### config.mk
export PLATFORM = sky130hd
export DESIGN_NAME = stdp_queue_engine
export DESIGN_NICKNAME = d
export VERILOG_FILES = /design/src/rtl/stdp_pkg.sv /design/src/rtl/stdp_event_queue.sv /design/src/rtl/stdp_scan_ctrl.sv /design/src/rtl/stdp_weight_calc.sv /design/src/rtl/stdp_queue_engine.sv
export SDC_FILE = /design/constraint.sdc
export NUM_CORES = 1
export LEC_CHECK = 0
export BUFFER_PORTS_ARGS = -buffer_cell sky130_fd_sc_hd__buf_2
export CAP_MARGIN = 20
export CORE_MARGIN = 2
export CORE_UTILIZATION = 30
export CTS_CLUSTER_SIZE = 25
export DETAILED_ROUTE_END_ITERATION = 10
export PLACE_DENSITY_LB_ADDON = 0.15
export SYNTH_ARGS = -nofsm -noshare
export SYNTH_HDL_FRONTEND = slang
export SYNTH_HIERARCHICAL = 1
export SYNTH_SLANG_ARGS = --single-unit
export TNS_END_PERCENT = 10
### constraint.sdc
create_clock -name clk -period 6.5 [get_ports clk]
set_input_delay 1.3 -clock clk [delete_from_list [all_inputs] [get_ports clk]]
set_output_delay 1.3 -clock clk [all_outputs]
set_load 0.02 [all_outputs]
### src/rtl/stdp_pkg.sv
// Shared types and helpers for the plasticity queue engine.
// Assumes history depths small enough for int arithmetic on indices.
package stdp_pkg;

    // Walk sequencer states
    typedef enum logic [2:0] {
        ST_IDLE,
        ST_CHECK,
        ST_READ,
        ST_WRITE,
        ST_INSERT
    } scan_state_e;

    // Circular index `back` slots behind `base`, for a ring of `depth` slots
    function automatic int unsigned ring_back(int unsigned base, int unsigned back,
                                              int unsigned depth);
        return (base + 2 * depth - back) % depth;
    endfunction

endpackage

### src/rtl/stdp_event_queue.sv
// Spike history ring: neuron identifier plus a decaying timing value per slot.
// New entries start at TAU. Every tick lowers all values, stopping at zero.
// A full ring overwrites its oldest slot, and one expired tail entry is
// dropped per cycle. Lookup is by distance from the newest entry.
// Assumes TAU fits in TV_W bits and DEPTH >= 2.
module stdp_event_queue #(
    parameter int ADDR_W = 3,
    parameter int DEPTH  = 4,
    parameter int TV_W   = 4,
    parameter int TAU    = 6,
    localparam int CW    = $clog2(DEPTH + 1)
) (
    input  logic              clk,
    input  logic              rst_n,
    input  logic              tick,
    input  logic              push,
    input  logic [ADDR_W-1:0] push_addr,
    input  logic [CW-1:0]     rd_k,
    output logic              rd_live,
    output logic [ADDR_W-1:0] rd_addr,
    output logic [TV_W-1:0]   rd_tv
);
    import stdp_pkg::*;

    localparam int PW = $clog2(DEPTH);

    logic [ADDR_W-1:0] addr_q [DEPTH];
    logic [TV_W-1:0]   tv_q   [DEPTH];
    logic [PW-1:0]     head;
    logic [CW-1:0]     cnt;
    logic [PW-1:0]     rd_ix, old_ix, new_ix;
    logic              in_range, full_push, prune;

    // Slot addressing relative to the write pointer
    always_comb begin
        rd_ix  = PW'(ring_back(int'(head), int'(rd_k) + 1, DEPTH));
        old_ix = PW'(ring_back(int'(head), int'(cnt), DEPTH));
        new_ix = PW'(ring_back(int'(head), 1, DEPTH));
    end

    // Lookup of the k-th newest entry; out-of-range reads as expired
    always_comb begin
        in_range = (rd_k < cnt);
        rd_addr  = addr_q[rd_ix];
        rd_tv    = in_range ? tv_q[rd_ix] : '0;
        rd_live  = in_range && (tv_q[rd_ix] != '0);
    end

    // Occupancy bookkeeping: overwrite when full, drop an expired tail
    always_comb begin
        full_push = push && (cnt == CW'(DEPTH));
        prune     = (cnt != '0) && (tv_q[old_ix] == '0) && !full_push;
    end

    // Slot contents: load on push, decay on tick
    always_ff @(posedge clk) begin
        if (!rst_n) begin
            for (int i = 0; i < DEPTH; i++) begin
                addr_q[i] <= '0;
                tv_q[i]   <= '0;
            end
        end else begin
            for (int i = 0; i < DEPTH; i++) begin
                if (push && (PW'(i) == head)) begin
                    addr_q[i] <= push_addr;
                    tv_q[i]   <= TV_W'(TAU);
                end else if (tick && (tv_q[i] != '0)) begin
                    tv_q[i] <= tv_q[i] - 1'b1;
                end
            end
        end
    end

    // Write pointer and occupancy count
    always_ff @(posedge clk) begin
        if (!rst_n) begin
            head <= '0;
            cnt  <= '0;
        end else begin
            if (push) begin
                head <= (head == PW'(DEPTH - 1)) ? '0 : head + 1'b1;
            end
            if (push && !full_push && !prune) begin
                cnt <= cnt + 1'b1;
            end else if (!push && prune) begin
                cnt <= cnt - 1'b1;
            end
        end
    end


    cnt_bound_chk: assert property (@(posedge clk) disable iff (!rst_n)
        cnt <= CW'(DEPTH));


    push_init_chk: assert property (@(posedge clk) disable iff (!rst_n)
        push |=> (tv_q[new_ix] == TV_W'(TAU)));


    decay_step_chk: assert property (@(posedge clk) disable iff (!rst_n)
        (tick && !push && $past(rst_n)) |=>
            (tv_q[new_ix] == (($past(tv_q[new_ix]) == '0) ? '0
                                                          : $past(tv_q[new_ix]) - 1'b1)));

endmodule

### src/rtl/stdp_scan_ctrl.sv
// Event sequencer. Holds one waiting spike per kind, serves output spikes
// before input spikes, walks the opposite history newest first, issues a
// read then a write per live entry, and stores the spike in its own
// history when its walk ends. Assumes weight read data arrives one cycle
// after the read strobe.
module stdp_scan_ctrl #(
    parameter int ADDR_W = 3,
    parameter int CW     = 3,
    parameter int TV_W   = 4
) (
    input  logic              clk,
    input  logic              rst_n,
    input  logic              pre_spike,
    input  logic [ADDR_W-1:0] pre_id,
    input  logic              post_spike,
    input  logic [ADDR_W-1:0] post_id,
    input  logic              q_live,
    input  logic [ADDR_W-1:0] q_addr,
    input  logic [TV_W-1:0]   q_tv,
    output logic [CW-1:0]     rd_k,
    output logic              scan_post,
    output logic              ins_en,
    output logic [ADDR_W-1:0] ins_addr,
    output logic              busy,
    output logic              wt_rd_en,
    output logic              wt_wr_en,
    output logic [ADDR_W-1:0] wt_pre_id,
    output logic [ADDR_W-1:0] wt_post_id,
    output logic [TV_W-1:0]   upd_tv
);
    import stdp_pkg::*;

    scan_state_e       state;
    logic              pend_pre, pend_post;
    logic [ADDR_W-1:0] pend_pre_id, pend_post_id;
    logic [ADDR_W-1:0] cur_id;
    logic              take_post, take_pre;

    // Service choice: output spikes win over input spikes
    always_comb begin
        take_post = (state == ST_IDLE) && pend_post;
        take_pre  = (state == ST_IDLE) && !pend_post && pend_pre;
    end

    // Waiting-spike holders; a fresh arrival overrides a same-cycle take
    always_ff @(posedge clk) begin
        if (!rst_n) begin
            pend_pre     <= 1'b0;
            pend_post    <= 1'b0;
            pend_pre_id  <= '0;
            pend_post_id <= '0;
        end else begin
            if (take_pre)  pend_pre  <= 1'b0;
            if (take_post) pend_post <= 1'b0;
            if (pre_spike) begin
                pend_pre    <= 1'b1;
                pend_pre_id <= pre_id;
            end
            if (post_spike) begin
                pend_post    <= 1'b1;
                pend_post_id <= post_id;
            end
        end
    end

    // Walk sequencer: check entry, read weight, write weight, then store spike
    always_ff @(posedge clk) begin
        if (!rst_n) begin
            state      <= ST_IDLE;
            scan_post  <= 1'b0;
            cur_id     <= '0;
            rd_k       <= '0;
            wt_pre_id  <= '0;
            wt_post_id <= '0;
            upd_tv     <= '0;
        end else begin
            unique case (state)
                ST_IDLE: begin
                    rd_k <= '0;
                    if (take_post) begin
                        scan_post <= 1'b1;
                        cur_id    <= pend_post_id;
                        state     <= ST_CHECK;
                    end else if (take_pre) begin
                        scan_post <= 1'b0;
                        cur_id    <= pend_pre_id;
                        state     <= ST_CHECK;
                    end
                end
                ST_CHECK: begin
                    if (q_live) begin
                        wt_pre_id  <= scan_post ? q_addr : cur_id;
                        wt_post_id <= scan_post ? cur_id : q_addr;
                        upd_tv     <= q_tv;
                        state      <= ST_READ;
                    end else begin
                        state <= ST_INSERT;
                    end
                end
                ST_READ:   state <= ST_WRITE;
                ST_WRITE: begin
                    rd_k  <= rd_k + 1'b1;
                    state <= ST_CHECK;
                end
                ST_INSERT: state <= ST_IDLE;
                default:   state <= ST_IDLE;
            endcase
        end
    end

    // Strobes decoded from the sequencer state
    always_comb begin
        wt_rd_en = (state == ST_READ);
        wt_wr_en = (state == ST_WRITE);
        ins_en   = (state == ST_INSERT);
        ins_addr = cur_id;
        busy     = (state != ST_IDLE) || pend_pre || pend_post;
    end


    insert_after_walk_chk: assert property (@(posedge clk) disable iff (!rst_n)
        ins_en |-> !q_live);


    spike_held_chk: assert property (@(posedge clk) disable iff (!rst_n)
        (pre_spike || post_spike) |=> busy);

endmodule

### src/rtl/stdp_weight_calc.sv
// Combinational weight step: timing value shifted right by ETA_SHIFT,
// added or subtracted, then clamped to [W_MIN, W_MAX].
// Assumes W_MIN < 0 < W_MAX and that both limits fit in W_W signed bits.
module stdp_weight_calc #(
    parameter int W_W       = 8,
    parameter int TV_W      = 4,
    parameter int ETA_SHIFT = 1,
    parameter int W_MAX     = 100,
    parameter int W_MIN     = -100
) (
    input  logic signed [W_W-1:0] old_w,
    input  logic [TV_W-1:0]       tv,
    input  logic                  raise,
    output logic signed [W_W-1:0] new_w
);
    localparam int SW = ((W_W > TV_W) ? W_W : TV_W) + 2;
    localparam logic signed [SW-1:0] HI = SW'(W_MAX);
    localparam logic signed [SW-1:0] LO = SW'(W_MIN);

    logic [TV_W-1:0]        step_u;
    logic signed [SW-1:0]   step_s, old_s, sum;

    // Widened signed step and sum, then clamp
    always_comb begin
        step_u = tv >> ETA_SHIFT;
        step_s = $signed({{(SW - TV_W){1'b0}}, step_u});
        old_s  = SW'(old_w);
        sum    = raise ? (old_s + step_s) : (old_s - step_s);
        if (sum > HI) begin
            new_w = W_W'(HI);
        end else if (sum < LO) begin
            new_w = W_W'(LO);
        end else begin
            new_w = W_W'(sum);
        end
    end

endmodule

### src/rtl/stdp_queue_engine.sv
// Top of the plasticity queue engine. Two history rings (input spikes with
// window TAU_PLUS, output spikes with window TAU_MINUS) feed one sequencer
// that updates an external signed weight memory by read-modify-write.
// Assumes TAU_MINUS > TAU_PLUS, ticks arriving while the engine is idle,
// and one-cycle read latency on the weight memory.
module stdp_queue_engine
    import stdp_pkg::*;
#(
    parameter int ADDR_W    = 3,
    parameter int Q_DEPTH   = 4,
    parameter int TV_W      = 4,
    parameter int TAU_PLUS  = 6,
    parameter int TAU_MINUS = 9,
    parameter int ETA_SHIFT = 1,
    parameter int W_W       = 8,
    parameter int W_MAX     = 100,
    parameter int W_MIN     = -100
) (
    input  logic                  clk,
    input  logic                  rst_n,
    input  logic                  tick,
    input  logic                  pre_spike,
    input  logic [ADDR_W-1:0]     pre_id,
    input  logic                  post_spike,
    input  logic [ADDR_W-1:0]     post_id,
    output logic                  busy,
    output logic                  wt_rd_en,
    output logic                  wt_wr_en,
    output logic [ADDR_W-1:0]     wt_pre_id,
    output logic [ADDR_W-1:0]     wt_post_id,
    input  logic signed [W_W-1:0] wt_rd_data,
    output logic signed [W_W-1:0] wt_wr_data
);
    localparam int CW = $clog2(Q_DEPTH + 1);

    logic [CW-1:0]     rd_k;
    logic              scan_post, ins_en;
    logic [ADDR_W-1:0] ins_addr;
    logic [TV_W-1:0]   upd_tv;
    logic              q_live_a [2];
    logic [ADDR_W-1:0] q_addr_a [2];
    logic [TV_W-1:0]   q_tv_a   [2];
    logic              sel_live;
    logic [ADDR_W-1:0] sel_addr;
    logic [TV_W-1:0]   sel_tv;

    // History rings: index 0 holds input spikes, index 1 output spikes
    for (genvar g = 0; g < 2; g++) begin : g_hist
        localparam int TAU_G = (g == 0) ? TAU_PLUS : TAU_MINUS;
        logic push_g;
        assign push_g = ins_en && (scan_post == (g == 1));
        stdp_event_queue #(
            .ADDR_W(ADDR_W),
            .DEPTH (Q_DEPTH),
            .TV_W  (TV_W),
            .TAU   (TAU_G)
        ) u_hist (
            .clk      (clk),
            .rst_n    (rst_n),
            .tick     (tick),
            .push     (push_g),
            .push_addr(ins_addr),
            .rd_k     (rd_k),
            .rd_live  (q_live_a[g]),
            .rd_addr  (q_addr_a[g]),
            .rd_tv    (q_tv_a[g])
        );
    end

    // An output spike walks the input ring; an input spike walks the output ring
    always_comb begin
        sel_live = scan_post ? q_live_a[0] : q_live_a[1];
        sel_addr = scan_post ? q_addr_a[0] : q_addr_a[1];
        sel_tv   = scan_post ? q_tv_a[0]   : q_tv_a[1];
    end

    stdp_scan_ctrl #(
        .ADDR_W(ADDR_W),
        .CW    (CW),
        .TV_W  (TV_W)
    ) u_ctrl (
        .clk       (clk),
        .rst_n     (rst_n),
        .pre_spike (pre_spike),
        .pre_id    (pre_id),
        .post_spike(post_spike),
        .post_id   (post_id),
        .q_live    (sel_live),
        .q_addr    (sel_addr),
        .q_tv      (sel_tv),
        .rd_k      (rd_k),
        .scan_post (scan_post),
        .ins_en    (ins_en),
        .ins_addr  (ins_addr),
        .busy      (busy),
        .wt_rd_en  (wt_rd_en),
        .wt_wr_en  (wt_wr_en),
        .wt_pre_id (wt_pre_id),
        .wt_post_id(wt_post_id),
        .upd_tv    (upd_tv)
    );

    stdp_weight_calc #(
        .W_W      (W_W),
        .TV_W     (TV_W),
        .ETA_SHIFT(ETA_SHIFT),
        .W_MAX    (W_MAX),
        .W_MIN    (W_MIN)
    ) u_calc (
        .old_w(wt_rd_data),
        .tv   (upd_tv),
        .raise(scan_post),
        .new_w(wt_wr_data)
    );


    sat_range_chk: assert property (@(posedge clk) disable iff (!rst_n)
        wt_wr_en |-> ((wt_wr_data <= W_MAX) && (wt_wr_data >= W_MIN)));


    raise_dir_chk: assert property (@(posedge clk) disable iff (!rst_n)
        (wt_wr_en && scan_post && (wt_rd_data <= W_MAX)) |-> (wt_wr_data >= wt_rd_data));


    lower_dir_chk: assert property (@(posedge clk) disable iff (!rst_n)
        (wt_wr_en && !scan_post && (wt_rd_data >= W_MIN)) |-> (wt_wr_data <= wt_rd_data));


    rmw_pair_chk: assert property (@(posedge clk) disable iff (!rst_n)
        (wt_wr_en && $past(rst_n)) |->
            ($past(wt_rd_en) && $stable(wt_pre_id) && $stable(wt_post_id)));


    strobe_excl_chk: assert property (@(posedge clk) disable iff (!rst_n)
        !(wt_rd_en && wt_wr_en));

endmodule

==> flow_summary.json <==
{
  "drc_errors": 0,
  "p_sw_mw": 0.571,
  "ctsResizeCount": 0,
  "grt_max_degree": 49,
  "postCtsHoldBufs": 0,
  "syn-instance-count": 642,
  "seq_power_share_pct": 42.5,
  "ios": 36,
  "wl_um": 14500,
  "syn-cell-area_sq_mm": 0.00638,
  "dp_slack_ps": 1790,
  "layout-drive-gt1-share_pct": 16.1,
  "rsz0062_at_grt": "false",
  "globalplace.congestion": 0.844,
  "min_from": "u_ctrl/wt_pre_id[0]",
  "drt_iter0_markers": 234,
  "cp-startpoint": "u_ctrl/scan_post",
  "setup_violations": 0,
  "antenna_found_initial": 0,
  "yosysWarnings": 6,
  "instances_no_fill": 938,
  "status": "completed",
  "wl_per_cell_um": 15.5,
  "cts.clk_slew.worst_paths_ps": 70,
  "grtUsageTotal_pct": 13.5,
  "die_y_um": 150,
  "hp-class": "flop to flop",
  "fin_crit_sh_pct": 76.0,
  "die_x_um": 150,
  "dp_hpwl_um": 10800,
  "power.total_mw": 1.81,
  "die_area_sq_mm": 0.0225,
  "drtPass1Iterations": 4,
  "dpl.cell_count": 922,
  "cts_tree": "done",
  "power.internal_mw": 1.24,
  "cts_max_level": 3,
  "num_vias": 4681,
  "crit_path_end_kind": "primary output",
  "fin_crit_ps": 4940,
  "critPathArrivalTime_ps": 3640,
  "p_comb_share_pct": 26.7,
  "globalRouteOverflowTotal": 0,
  "critPathKind": "flop to primary output",
  "ff2ff_setup_slack_ps": 3060,
  "root_buffer": "clkbuf_16",
  "worst_slack_ps": 1560,
  "peakVddDrop_v": 0.000138,
  "cts_num_sinks": 93,
  "p_sw_share_pct": 31.5,
  "avgSynthCellArea_sq_um": 9.95,
  "syn_to_final_growth_pct": 10.1,
  "coreArea_sq_mm": 0.0210,
  "grt_pass1_vias": 4708,
  "viasPerCell": 4.99,
  "fin_worst_skew_ps": 13.1,
  "diodes": 0,
  "start_util_pct": 30.5,
  "cp-start-kind": "flop",
  "ant_nets": 0,
  "slew_violations": 0,
  "post_cts_buffers": 0,
  "p_leak_nw": 2.84,
  "fin_nets": 715,
  "slew_headroom_pct": 34.6,
  "grt_pass1_wl_um": 23900,
  "cp.required_ps": 5200,
  "insertion_delay_ps": 350,
  "rows": 53,
  "tns_ps": 0,
  "fmax_ghz": 0.202,
  "tightest_slew_ps": 980,
  "hold_viol": 0,
  "cts_inserted_buffers": 9,
  "numPortBuffers": 35,
  "clk_path_buf_depth": 2,
  "clockPowerShare_pct": 30.8,
  "worstPathMaxFanout": 20,
  "worstReg2RegStart": "u_ctrl/rd_k[0]",
  "drv_cap": 0,
  "powerDensity_mw_per_mm2": 258,
  "syn_nets": 699
}
cell usage in the layout (no fill, tap or decap), drive strengths merged, types with 3 or more instances in the layout:
cell type and n:
nand2 56, o21ai 26, a21o 8, or3 7, fa 3, nor2 53
and2 31, mux2i 21, nand3 25, inv 50, nor2b 13, xnor2 20
mux2 11, edfxtp 56, clkbuf 15, dfxtp 37, o22ai 6, o211a 8
buf 36, o221a 4, a31o 4, a21oi 38, a31oi 4, ha 35
nor4 6, xor2 6, nand3b 3, o31a 4, or2 3, o211ai 12
nand2b 8, nor3 3, mux4 14
sequential cells by signal (all words and copies together), names as in the netlist, 4 cells and up:
signal and count:
g_hist.u_hist/cnt 6, g_hist.u_hist/addr_q 24, g_hist.u_hist/head 4, g_hist.u_hist/tv_q 32
layer usage:
layer | track usage (%) | vias to the layer above | routed length (um)
li1 | - | 2340 | -
met1 | 17.6 | 2271 | 6960
met2 | 22.6 | 54 | 6930
met3 | 2.07 | 16 | 383
met4 | 5.09 | 0 | 244
met5 | 0 | - | 0
power by group through the flow:
stage | sequential [mW] | combinational, mW | clock, mW
2_1_floorplan | 0.744 | 0.427 | 0
3_3_place_gp | 0.782 | 0.471 | 0
3_5_place_dp | 0.784 | 0.485 | 0
4_1_cts | 0.771 | 0.487 | 0.578
5_1_grt | 0.782 | 0.546 | 0.600
6_report | 0.771 | 0.485 | 0.558
final cells by class:
cell class                      count  area (sq um)
Clock buffer                       15           312
Sequential cell                    93          2420
Timing Repair Buffer               36           183
Fill cell                        2194         13900
Tap cell                          275           344
Inverter                           51           193
Clock inverter                      1          8.76
Multi-Input combinational cell    467          3570
worst max-delay path, cell delays in order (launching register included):
cell and delay [ps]:
dfxtp_1 960, a31oi_1 280, ha_1 610, nand3_2 130, o211ai_2 200, a31oi_1 120
xnor2_1 460, nand3b_1 230, a21o_1 130, buf_2 150
per-stage QoR:
step | util, % | hold slack, ps | cell area [sq um]
3_5_place_dp | 32.0 | 487 | 6710
4_1_cts | 33.5 | 499 | 7030
2_1_floorplan | - | 475 | 6380
5_1_grt | 33.5 | 527 | 7030
3_3_place_gp | 32.0 | 479 | 6710
6_report | 33.5 | 495 | 7030
final timing paths:
path	depth (start not counted)	to
worst max-delay path	9	wt_wr_data[2]
worst min-delay path	1	u_ctrl/wt_pre_id[0]
worst max register to register	10	u_ctrl/upd_tv[2]
worst min register to register	1	u_ctrl/wt_pre_id[0]
(Power assumes the default switching activity.)
